### src/rtl/phy_mgmt_pkg.sv
package phy_mgmt_pkg;

    localparam int ADDR_W = 5;

    localparam logic [ADDR_W-1:0] MAIN_PG_ADDR = 5'd22;
    localparam logic [ADDR_W-1:0] AUX_PG_ADDR  = 5'd29;
    localparam logic [ADDR_W-1:0] AUX_FIRST    = 5'd30;
    localparam logic [ADDR_W-1:0] AUX_SECOND   = 5'd31;
    localparam logic [ADDR_W-1:0] CTRL_ADDR    = 5'd0;
    localparam logic [ADDR_W-1:0] STAT_ADDR    = 5'd1;
    localparam logic [ADDR_W-1:0] EXT_ADDR     = 5'd16;

    typedef enum logic [3:0] {
        SEL_NONE,
        SEL_PG_MAIN,
        SEL_PG_AUX,
        SEL_CTRL,
        SEL_STAT,
        SEL_CNT,
        SEL_RWC,
        SEL_ROS,
        SEL_RET,
        SEL_AUX0,
        SEL_AUX1
    } reg_sel_e;

endpackage

### src/rtl/phy_page_decode.sv
module phy_page_decode
    import phy_mgmt_pkg::*;
#(
    parameter int MAIN_PG_W  = 8,
    parameter int AUX_PG_W   = 6,
    parameter int MAIN_PAGES = 4,
    parameter int AUX_PAGES  = 2
) (
    input  logic [ADDR_W-1:0]    addr_i,
    input  logic [MAIN_PG_W-1:0] main_pg_i,
    input  logic [AUX_PG_W-1:0]  aux_pg_i,
    output reg_sel_e             sel_o
);

    localparam logic [MAIN_PG_W-1:0] MAIN_LIM = MAIN_PG_W'(MAIN_PAGES);
    localparam logic [AUX_PG_W-1:0]  AUX_LIM  = AUX_PG_W'(AUX_PAGES);

    always_comb begin
        sel_o = SEL_NONE;
        if (addr_i == MAIN_PG_ADDR) begin
            sel_o = SEL_PG_MAIN;
        end else if (addr_i == AUX_PG_ADDR) begin
            sel_o = SEL_PG_AUX;
        end else if (addr_i >= AUX_FIRST) begin
            if (aux_pg_i < AUX_LIM) begin
                if (aux_pg_i == AUX_PG_W'(0) && addr_i == AUX_FIRST) begin
                    sel_o = SEL_AUX0;
                end else if (aux_pg_i == AUX_PG_W'(1) && addr_i == AUX_SECOND) begin
                    sel_o = SEL_AUX1;
                end
            end
        end else if (main_pg_i < MAIN_LIM) begin
            unique case (main_pg_i)
                MAIN_PG_W'(0): begin
                    if (addr_i == CTRL_ADDR)      sel_o = SEL_CTRL;
                    else if (addr_i == STAT_ADDR) sel_o = SEL_STAT;
                    else if (addr_i == EXT_ADDR)  sel_o = SEL_CNT;
                end
                MAIN_PG_W'(1): if (addr_i == EXT_ADDR) sel_o = SEL_RWC;
                MAIN_PG_W'(2): if (addr_i == EXT_ADDR) sel_o = SEL_ROS;
                MAIN_PG_W'(3): if (addr_i == EXT_ADDR) sel_o = SEL_RET;
                default: sel_o = SEL_NONE;
            endcase
        end
    end

endmodule

### src/rtl/phy_latch_bit.sv
module phy_latch_bit #(
    parameter bit ACTIVE_HIGH = 1'b1
) (
    input  logic clk,
    input  logic rst_n,
    input  logic soft_rst,
    input  logic status_i,
    input  logic release_i,
    output logic q_o
);

    localparam logic IDLE_VAL = !ACTIVE_HIGH;
    localparam logic HIT_VAL  = ACTIVE_HIGH;

    logic q_d, q_q;
    logic hit;

    assign hit = (status_i == HIT_VAL);

    always_comb begin
        q_d = q_q;
        if (soft_rst) begin
            q_d = IDLE_VAL;
        end else if (hit) begin
            q_d = HIT_VAL;
        end else if (release_i) begin
            q_d = IDLE_VAL;
        end
    end

    always_ff @(posedge clk or negedge rst_n) begin
        if (!rst_n) q_q <= IDLE_VAL;
        else        q_q <= q_d;
    end

    assign q_o = q_q;

endmodule

### src/rtl/phy_event_counter.sv
module phy_event_counter #(
    parameter int CNT_W = 8
) (
    input  logic             clk,
    input  logic             rst_n,
    input  logic             soft_rst,
    input  logic             evt_i,
    input  logic             rd_clear_i,
    output logic [CNT_W-1:0] cnt_o
);

    localparam logic [CNT_W-1:0] CNT_MAX = '1;

    logic [CNT_W-1:0] cnt_d, cnt_q;

    always_comb begin
        cnt_d = cnt_q;
        if (soft_rst) begin
            cnt_d = '0;
        end else if (rd_clear_i) begin
            cnt_d = CNT_W'(evt_i);
        end else if (evt_i && cnt_q != CNT_MAX) begin
            cnt_d = cnt_q + CNT_W'(1);
        end
    end

    always_ff @(posedge clk or negedge rst_n) begin
        if (!rst_n) cnt_q <= '0;
        else        cnt_q <= cnt_d;
    end

    assign cnt_o = cnt_q;

endmodule

### src/rtl/phy_page_regfile.sv
module phy_page_regfile
    import phy_mgmt_pkg::*;
#(
    parameter int              DATA_W     = 16,
    parameter int              MAIN_PG_W  = 8,
    parameter int              AUX_PG_W   = 6,
    parameter int              MAIN_PAGES = 4,
    parameter int              AUX_PAGES  = 2,
    parameter int              CNT_W      = 8,
    parameter logic [DATA_W-1:0] CTRL_RST = 'h1140
) (
    input  logic              clk,
    input  logic              rst_n,
    input  logic              soft_rst,
    input  logic [4:0]        addr,
    input  logic [DATA_W-1:0] wdata,
    input  logic              wr_en,
    input  logic              rd_en,
    input  logic              fault_i,
    input  logic              link_i,
    input  logic              err_evt_i,
    output logic [DATA_W-1:0] rdata,
    output logic              rvalid
);

    localparam int N_LATCH = 2;
    localparam logic [N_LATCH-1:0] LATCH_POL = 2'b01; // bit0 latches high, bit1 latches low

    typedef struct packed {
        logic [MAIN_PG_W-1:0] main_pg;
        logic [AUX_PG_W-1:0]  aux_pg;
        logic [DATA_W-1:0]    ctrl;
        logic [DATA_W-1:0]    rwc;
        logic [DATA_W-1:0]    ret;
        logic [DATA_W-1:0]    aux0;
        logic [DATA_W-1:0]    aux1;
        logic [DATA_W-1:0]    rdata;
        logic                 ros;
        logic                 rvalid;
    } state_t;

    state_t d, q;

    reg_sel_e          sel;
    logic [N_LATCH-1:0] latch_q;
    logic [N_LATCH-1:0] latch_in;
    logic [CNT_W-1:0]  evt_cnt;
    logic              rd_stat;
    logic              rd_cnt;
    logic [DATA_W-1:0] rd_val;

    phy_page_decode #(
        .MAIN_PG_W (MAIN_PG_W),
        .AUX_PG_W  (AUX_PG_W),
        .MAIN_PAGES(MAIN_PAGES),
        .AUX_PAGES (AUX_PAGES)
    ) i_decode (
        .addr_i   (addr),
        .main_pg_i(q.main_pg),
        .aux_pg_i (q.aux_pg),
        .sel_o    (sel)
    );

    assign rd_stat  = rd_en && (sel == SEL_STAT);
    assign rd_cnt   = rd_en && (sel == SEL_CNT);
    assign latch_in = {link_i, fault_i};

    for (genvar g = 0; g < N_LATCH; g++) begin : g_latch
        phy_latch_bit #(
            .ACTIVE_HIGH(LATCH_POL[g])
        ) i_latch (
            .clk      (clk),
            .rst_n    (rst_n),
            .soft_rst (soft_rst),
            .status_i (latch_in[g]),
            .release_i(rd_stat),
            .q_o      (latch_q[g])
        );
    end

    phy_event_counter #(
        .CNT_W(CNT_W)
    ) i_counter (
        .clk       (clk),
        .rst_n     (rst_n),
        .soft_rst  (soft_rst),
        .evt_i     (err_evt_i),
        .rd_clear_i(rd_cnt),
        .cnt_o     (evt_cnt)
    );

    // read multiplexer: value before any side effect of the current access
    always_comb begin
        rd_val = '0;
        unique case (sel)
            SEL_PG_MAIN: rd_val = DATA_W'(q.main_pg);
            SEL_PG_AUX:  rd_val = DATA_W'(q.aux_pg);
            SEL_CTRL:    rd_val = q.ctrl;
            SEL_STAT:    rd_val = DATA_W'({latch_q[1], latch_q[0], link_i});
            SEL_CNT:     rd_val = DATA_W'(evt_cnt);
            SEL_RWC:     rd_val = q.rwc;
            SEL_ROS:     rd_val = DATA_W'(q.ros);
            SEL_RET:     rd_val = q.ret;
            SEL_AUX0:    rd_val = q.aux0;
            SEL_AUX1:    rd_val = q.aux1;
            default:     rd_val = '0;
        endcase
    end

    always_comb begin
        d        = q;
        d.rvalid = rd_en;
        d.rdata  = rd_en ? rd_val : '0;
        if (soft_rst) begin
            d.ctrl = CTRL_RST;
            d.rwc  = '0;
            d.ros  = 1'b0;
            d.aux0 = '0;
        end else begin
            if (rd_en && sel == SEL_RWC) d.rwc = '0;
            if (rd_en && sel == SEL_ROS) d.ros = 1'b1;
            if (wr_en) begin
                unique case (sel)
                    SEL_PG_MAIN: d.main_pg = wdata[MAIN_PG_W-1:0];
                    SEL_PG_AUX:  d.aux_pg  = wdata[AUX_PG_W-1:0];
                    SEL_CTRL:    d.ctrl    = wdata;
                    SEL_RWC:     d.rwc     = wdata;
                    SEL_RET:     d.ret     = wdata;
                    SEL_AUX0:    d.aux0    = wdata;
                    SEL_AUX1:    d.aux1    = wdata;
                    default:     d.ctrl    = q.ctrl;
                endcase
            end
        end
    end

    always_ff @(posedge clk or negedge rst_n) begin
        if (!rst_n) begin
            q         <= '0;
            q.ctrl    <= CTRL_RST;
        end else begin
            q <= d;
        end
    end

    assign rdata  = q.rdata;
    assign rvalid = q.rvalid;

endmodule

### config.mk
export PLATFORM = sky130hd
export DESIGN_NAME = phy_page_regfile
export DESIGN_NICKNAME = d
export VERILOG_FILES = /design/src/rtl/phy_mgmt_pkg.sv /design/src/rtl/phy_page_decode.sv /design/src/rtl/phy_latch_bit.sv /design/src/rtl/phy_event_counter.sv /design/src/rtl/phy_page_regfile.sv
export SDC_FILE = /design/constraint.sdc
export NUM_CORES = 1
export LEC_CHECK = 0
export BUFFER_PORTS_ARGS = -buffer_cell sky130_fd_sc_hd__buf_2
export CAP_MARGIN = 40
export CORE_MARGIN = 5
export CORE_UTILIZATION = 54
export DETAILED_ROUTE_END_ITERATION = 12
export PLACE_DENSITY = 0.86
export SETUP_SLACK_MARGIN = 0.5
export SLEW_MARGIN = 20
export SYNTH_ARGS = -nofsm -noshare
export SYNTH_HDL_FRONTEND = slang
export SYNTH_SLANG_ARGS = --single-unit
### constraint.sdc
create_clock -name clk -period 2.3 [get_ports clk]
set_input_delay 0 -clock clk [delete_from_list [all_inputs] [get_ports clk]]
set_output_delay 0 -clock clk [all_outputs]
set_load 0.03 [all_outputs]
# ---- Yosys cells after proc, flatten, opt, wreduce, memory -nomap -nowiden
# Index checks and enable logic that the tools add are counted.
dict set report op_classes {
  n_addsub 1
  order_cmp 3
  n_eq_ne 22
  mux 36
  n_bitwise 1
  n_reduce_logical 22
}
# op count
set op_table {}
lappend op_table {{16-bit case mux with 10 select lines} 1}
lappend op_table {{16-bit 2-to-1 mux} 8}
lappend op_table {{80-bit 2-to-1 mux} 1}
lappend op_table {{4-bit 2-to-1 mux} 10}
lappend op_table {{32-bit 2-to-1 mux} 1}
lappend op_table {{5-bit equality test, second input constant} 5}
lappend op_table {{8-bit 2-to-1 mux} 3}
lappend op_table {{4-bit by 3-bit equality test with 1-bit output, second input constant} 4}
lappend op_table {{8-bit by 2-bit equality test with 1-bit output, second input constant} 2}
lappend op_table {{4-bit case mux with 4 select lines} 1}
lappend op_table {{4-bit equality test, second input constant} 3}
lappend op_table {{3-bit AND reduction} 4}
lappend op_table {{3-bit 2-to-1 mux} 3}
lappend op_table {{8-bit by 1-bit adder with 8-bit output, second input constant} 1}
lappend op_table {{4-bit by 2-bit equality test with 1-bit output, second input constant} 2}
lappend op_table {{8-bit by 1-bit equality test with 1-bit output, second input constant} 1}
lappend op_table {{8-bit zero test} 1}
lappend op_table {{8-bit by 3-bit < comparator with 1-bit output, second input constant} 1}
lappend op_table {{1-bit 2-to-1 mux} 8}
lappend op_table {{8-bit != test, second input constant} 1}
lappend op_table {{2-bit nonzero test} 4}
lappend op_table {{1-bit logical AND} 7}
lappend op_table {{6-bit by 1-bit equality test with 1-bit output, second input constant} 1}
lappend op_table {{6-bit zero test} 1}
lappend op_table {{9 further kinds} 11}
dict set report totals {
  regBits 122
  inputBits 29
  output_inout_bits 17
  word_cells 98
}

# ---- Longest topological paths before layout
dict set report depth {
  word_depth 15
  ltp_mapped 8
  depth_no_buf 6
}

# ---- Hierarchy
# A second synthesis with hierarchy kept.
dict set report unflattened {
  cells_unflattened 520
  hier_area_um2 6087.1
}
# mod instances cells_per_inst area_per_inst_um2 seq_area_each_um2
set modules_own_cells {}
lappend modules_own_cells {phy_page_regfile 1 434 5312.6 2806.4}
lappend modules_own_cells {phy_event_counter 1 49 498.0 200.2}
lappend modules_own_cells {phy_page_decode 1 30 195.2 0.0}
lappend modules_own_cells {{phy_latch_bit at g_latch[0].i_latch} 1 4 43.8 25.0}
lappend modules_own_cells {{phy_latch_bit at g_latch[1].i_latch} 1 3 37.5 26.3}

# ---- Least setup slack after synthesis
# OpenSTA, ideal clock, no wires.
dict set report synth_timing {
  path_type {register to register}
  startpoint {reg q[101] in the netlist's numbering}
  endpoint {reg q[24] in the netlist's numbering}
  setup_time_ps 125
  t_arrival_ps 2082
  required_ps 2175
  setup_slack_ps 93
  stages_incl_launch_ff 7
  path_buffers 2
  period_less_slack_ps 2207
  cell_sequence {dfrtp_1 or4_1 buf_2 nor4b_4 nand3b_2 buf_4 mux2_2}
}
dict set report synth_between {
  elab_chain_cells 10
  word_cells_on_any_way 13
  cone_classes {order compare (1); eq/ne (2); mux (6); reduce/logical (4)}
}
# item line
set synth_lines {}
lappend synth_lines {{start: declaration} phy_page_regfile.sv:42} ;# state_t d, q;
lappend synth_lines {{6-bit by 1-bit equality test with 1-bit output} phy_page_decode.sv:28} ;# end else if (aux_pg_i == AUX_PG_W'(1) && addr_i == AUX_SECOND) begin
lappend synth_lines {{1-bit logical AND} phy_page_decode.sv:28}
lappend synth_lines {{4-bit 2-to-1 mux} phy_page_decode.sv:28}
lappend synth_lines {{4-bit 2-to-1 mux} phy_page_decode.sv:26} ;# if (aux_pg_i == AUX_PG_W'(0) && addr_i == AUX_FIRST) begin
lappend synth_lines {{4-bit 2-to-1 mux *} phy_page_decode.sv:25} ;# if (aux_pg_i < AUX_LIM) begin
lappend synth_lines {{4-bit 2-to-1 mux *} phy_page_decode.sv:24} ;# end else if (addr_i >= AUX_FIRST) begin
lappend synth_lines {{4-bit 2-to-1 mux *} phy_page_decode.sv:22} ;# end else if (addr_i == AUX_PG_ADDR) begin
lappend synth_lines {{4-bit 2-to-1 mux *} phy_page_decode.sv:20} ;# if (addr_i == MAIN_PG_ADDR) begin
lappend synth_lines {{4-bit equality test *} phy_page_regfile.sv:123} ;# unique case (sel)
lappend synth_lines {{3-bit AND reduction (no source line) *} n/a}
# Mark *: on every way between the ends. The rest lies on a longest branch, timed or not.
# A chain may end at the register's enable or synchronous reset.

==> key figures <==
Status
  – Status: finished with violations
  – Failing checks: DRC, setup timing

Pwr
  – Power Density: 733.3 mW/mm²
  – IR drop worst, VDD: roughly 720 µV
  – Leakage: between 3 and 4 nW
  – Total power: 5.840 mW

Timing
  – Hold Vio Cnt, Final: 0
  – Tcrit/Tclk final: 1.106
  – Setup TNS: -0.6220 ns
  – Slew headroom: 0.3915
  – Final setup viols: 10
  – RSZ-0062 raised after global routing: true
  – Slew Limit Fails: 0
  – Fmax: between 300 and 400 MHz
  – Slew @ Worst Pin: about 0.91 ns
  – Period minus WS final: between 2 and 3 ns
  – Slack of the critical path: -0.2439 ns
  – Skew final: between 0.01 and 0.015 ns

Yosys
  – Register area share after synthesis: 0.5140
  – Post-synth EDFFs: 0
  – Synth area leaders: dfrtp_1 50%, mux2_2 8.5%, nand2_1 5.3%
  – Area leader, netlist: dfrtp_1
  – Netlist cell types: 60
  – Ys flop type: dfrtp_1
  – #FFs+latches synth: ~120
  – Post-synth top area share: 0.4963
  – Syn nets: 611
  – Total of warnings raised by yosys: 0
  – Syn_area_per_cell: ~10 µm²
  – Synthesized instance count: ~580
  – Synth async-reset ratio: 1.000
  – Synthesized area: 0.005949 mm²

Clocking
  – TritonCTS buffer count: 17
  – Clock slew at reported path FFs: around 0.070 ns
  – CTS tree: built
  – Max Buffers Root-to-Sink: 2
  – CTS sink count: between 100 and 150
  – H-tree depth: 4
  – CTS root buffer: clkbuf_8
  – Worst skew pair latency: between 0.5 and 0.6 ns

Floorplanning
  – Die H: 115.0 µm
  – Initial Util: 0.5488
  – CORE AREA: 0.01084 mm²
  – Rows: 38
  – IO Count: 46
  – Die width: approximately 110 µm
  – Die area: around 0.013 mm²

Global route
  – Routing usage on met3: 0.1137
  – Largest net degree at the start of global routing: 54
  – First-pass GRT wire length: 32640 µm
  – Initial antenna violation count: 0
  – GRT Max-Usage Layer: met2
  – Vias in the first global route: approximately 5800
  – All-Layer GR Usage: 0.3261
  – Met2 usage: 0.5139
  – Met1 Resource Use GR: 0.3809
  – Grt total ovfl: 0

Drt
  – Post-DR wirelength/cell: approximately 31 µm
  – Vias post-DR: 6357
  – Routed wire length: about 26000 µm
  – Remaining DRCs: 7
  – Vias per inst: around 7.7
  – Iteration-0 DRC Markers: approximately 1900
  – Routed Antenna Nets: 0
  – Drt first pass iters: 13

Finish
  – Inserted Diodes: 0
  – Layout area overhead: 33.86%
  – Filler cells: 539
  – Fin cells: 827
  – Commonest non-fill, non-tap cell in the layout: dfrtp_1
  – Most frequent cells in the layout: 117 x dfrtp_1, 76 x nand2_1, 44 x buf_2
  – Share of layout cells above drive strength 1: 0.3654
  – Final #Nets: a little over 700
  – Final Util: 0.7346

Setup path
  – WP data arrival: a little over 3 ns
  – CP startpoint kind: flop
  – Critical-path maximum fanout: 32
  – WS Path Type: reg -> reg
  – Crit. End Element: flop
  – CP required: ~2.8 ns

Placement
  – Post-Place Cells: approximately 740
  – Pre-CTS WS: ~0.03 ns
  – PortBufs: 45
  – Routability congestion estimate: 0.9780
  – Dpl hpwl: approximately 11000 µm

Min path
  – Hold crit path type: in -> reg

Run
  – Max cap viols: 0
==> critical path: stages (launching register included) <==
cell and delay [ns]:
dfrtp_1 0.42, buf_4 0.17, nor4_4 0.29, nand3_2 0.17, buf_4 0.21, a211oi_4 0.24, buf_12 0.25, nand4_1 0.40
a21oi_2 0.29
==> where the power goes <==
group / total, mW / switching (mW) / internal [mW]
Clock: 2.88 / 1.10 / 1.79
Combinational: 0.697 / 0.428 / 0.268
Sequential: 2.26 / 0.0636 / 2.20
Total: 5.84 / 1.59 / 4.25
==> Yosys cell counts, types with 5 or more instances <==
master	n
a221oi_1	5
mux2_2	45
nand3_1	30
buf_2	12
nor3_1	13
nand4_1	21
o21ai_0	18
nand2_1	84
xnor2_1	7
inv_1	9
dfrtp_1	118
nand3b_1	5
a31oi_1	19
mux2i_1	5
clkbuf_1	25
and3_1	5
nor2_1	21
buf_4	17
a222oi_1	12
a21oi_1	47
==> kinds of logic after synthesis <==
kind of cell	share of synthesized area
buffers and inverters	0.05447
muxes	0.09359
and+or+nand+nor	0.1813
xor gates and xnor gates	0.01325
adders and majority gates	0.002103
DFF	0.5140
AOI/OAI and AO/OA	0.1413
==> sequential cells by signal (all words and copies together) (netlist names) <==
register,cells
rdata,16
g_latch.i_latch.q_o,2
i_counter.cnt_o,8
rvalid,1
q,95
==> metal layers <==
metal / vias up / wire, µm
li1: 2306 / -
met1: 2962 / 8137
met2: 776 / 11370
met3: 313 / 3760
met4: 0 / 2566
met5: - / 0
==> layout make-up <==
cell class / count / area [µm²] / area share
tap: 140 / 175.2 / 0.02200
timing repair buffer: 130 / 1132 / 0.1422
sequential: 122 / 3059 / 0.3841
multi-input combinational: 394 / 2955 / 0.3711
clock inverter: 12 / 172.7 / 0.02168
inverter: 9 / 33.78 / 0.004242
clock buffer: 20 / 435.4 / 0.05467
==> repair_timing <==
| item | in CTS | in global routing |
|---|---|---|
| endpoints found under the hold margin | 224 | 5 |
| gates cloned | 5 | 1 |
| gates resized for setup | 44 | 65 |
| endpoints found under the setup margin | 105 | 108 |
| buffers inserted | 12 | 8 |
| hold buffers | 24 | 1 |
| pin swaps | 22 | 36 |
==> path summary, 6_finish.rpt <==
check	from	end	slack (ns)	cells past startpoint
min in group asynchronous	rst_n	q[48]	0.53	3
hold / removal	addr[3]	q[104]	0.07	3
setup reg to reg	q[108]	q[72]	-0.24	8
setup / recovery	q[108]	q[72]	-0.24	8
max in group asynchronous	rst_n	g_latch[1].i_latch.q_o	1.02	4
hold reg to reg	q[55]	q[55]	0.51	1
==> stage by stage <==
| step | hold WS, ns | cell area [µm²] |
|---|---|---|
| floorplan | -0.2956 | 6076 |
| global placement | -0.003706 | 6452 |
| detailed placement | 0.005132 | 6452 |
| CTS | -0.2138 | 7614 |
| global route | 0.08162 | 7964 |
| finish | 0.06693 | 7964 |
No activity file was read; power rests on OpenSTA's default activity.
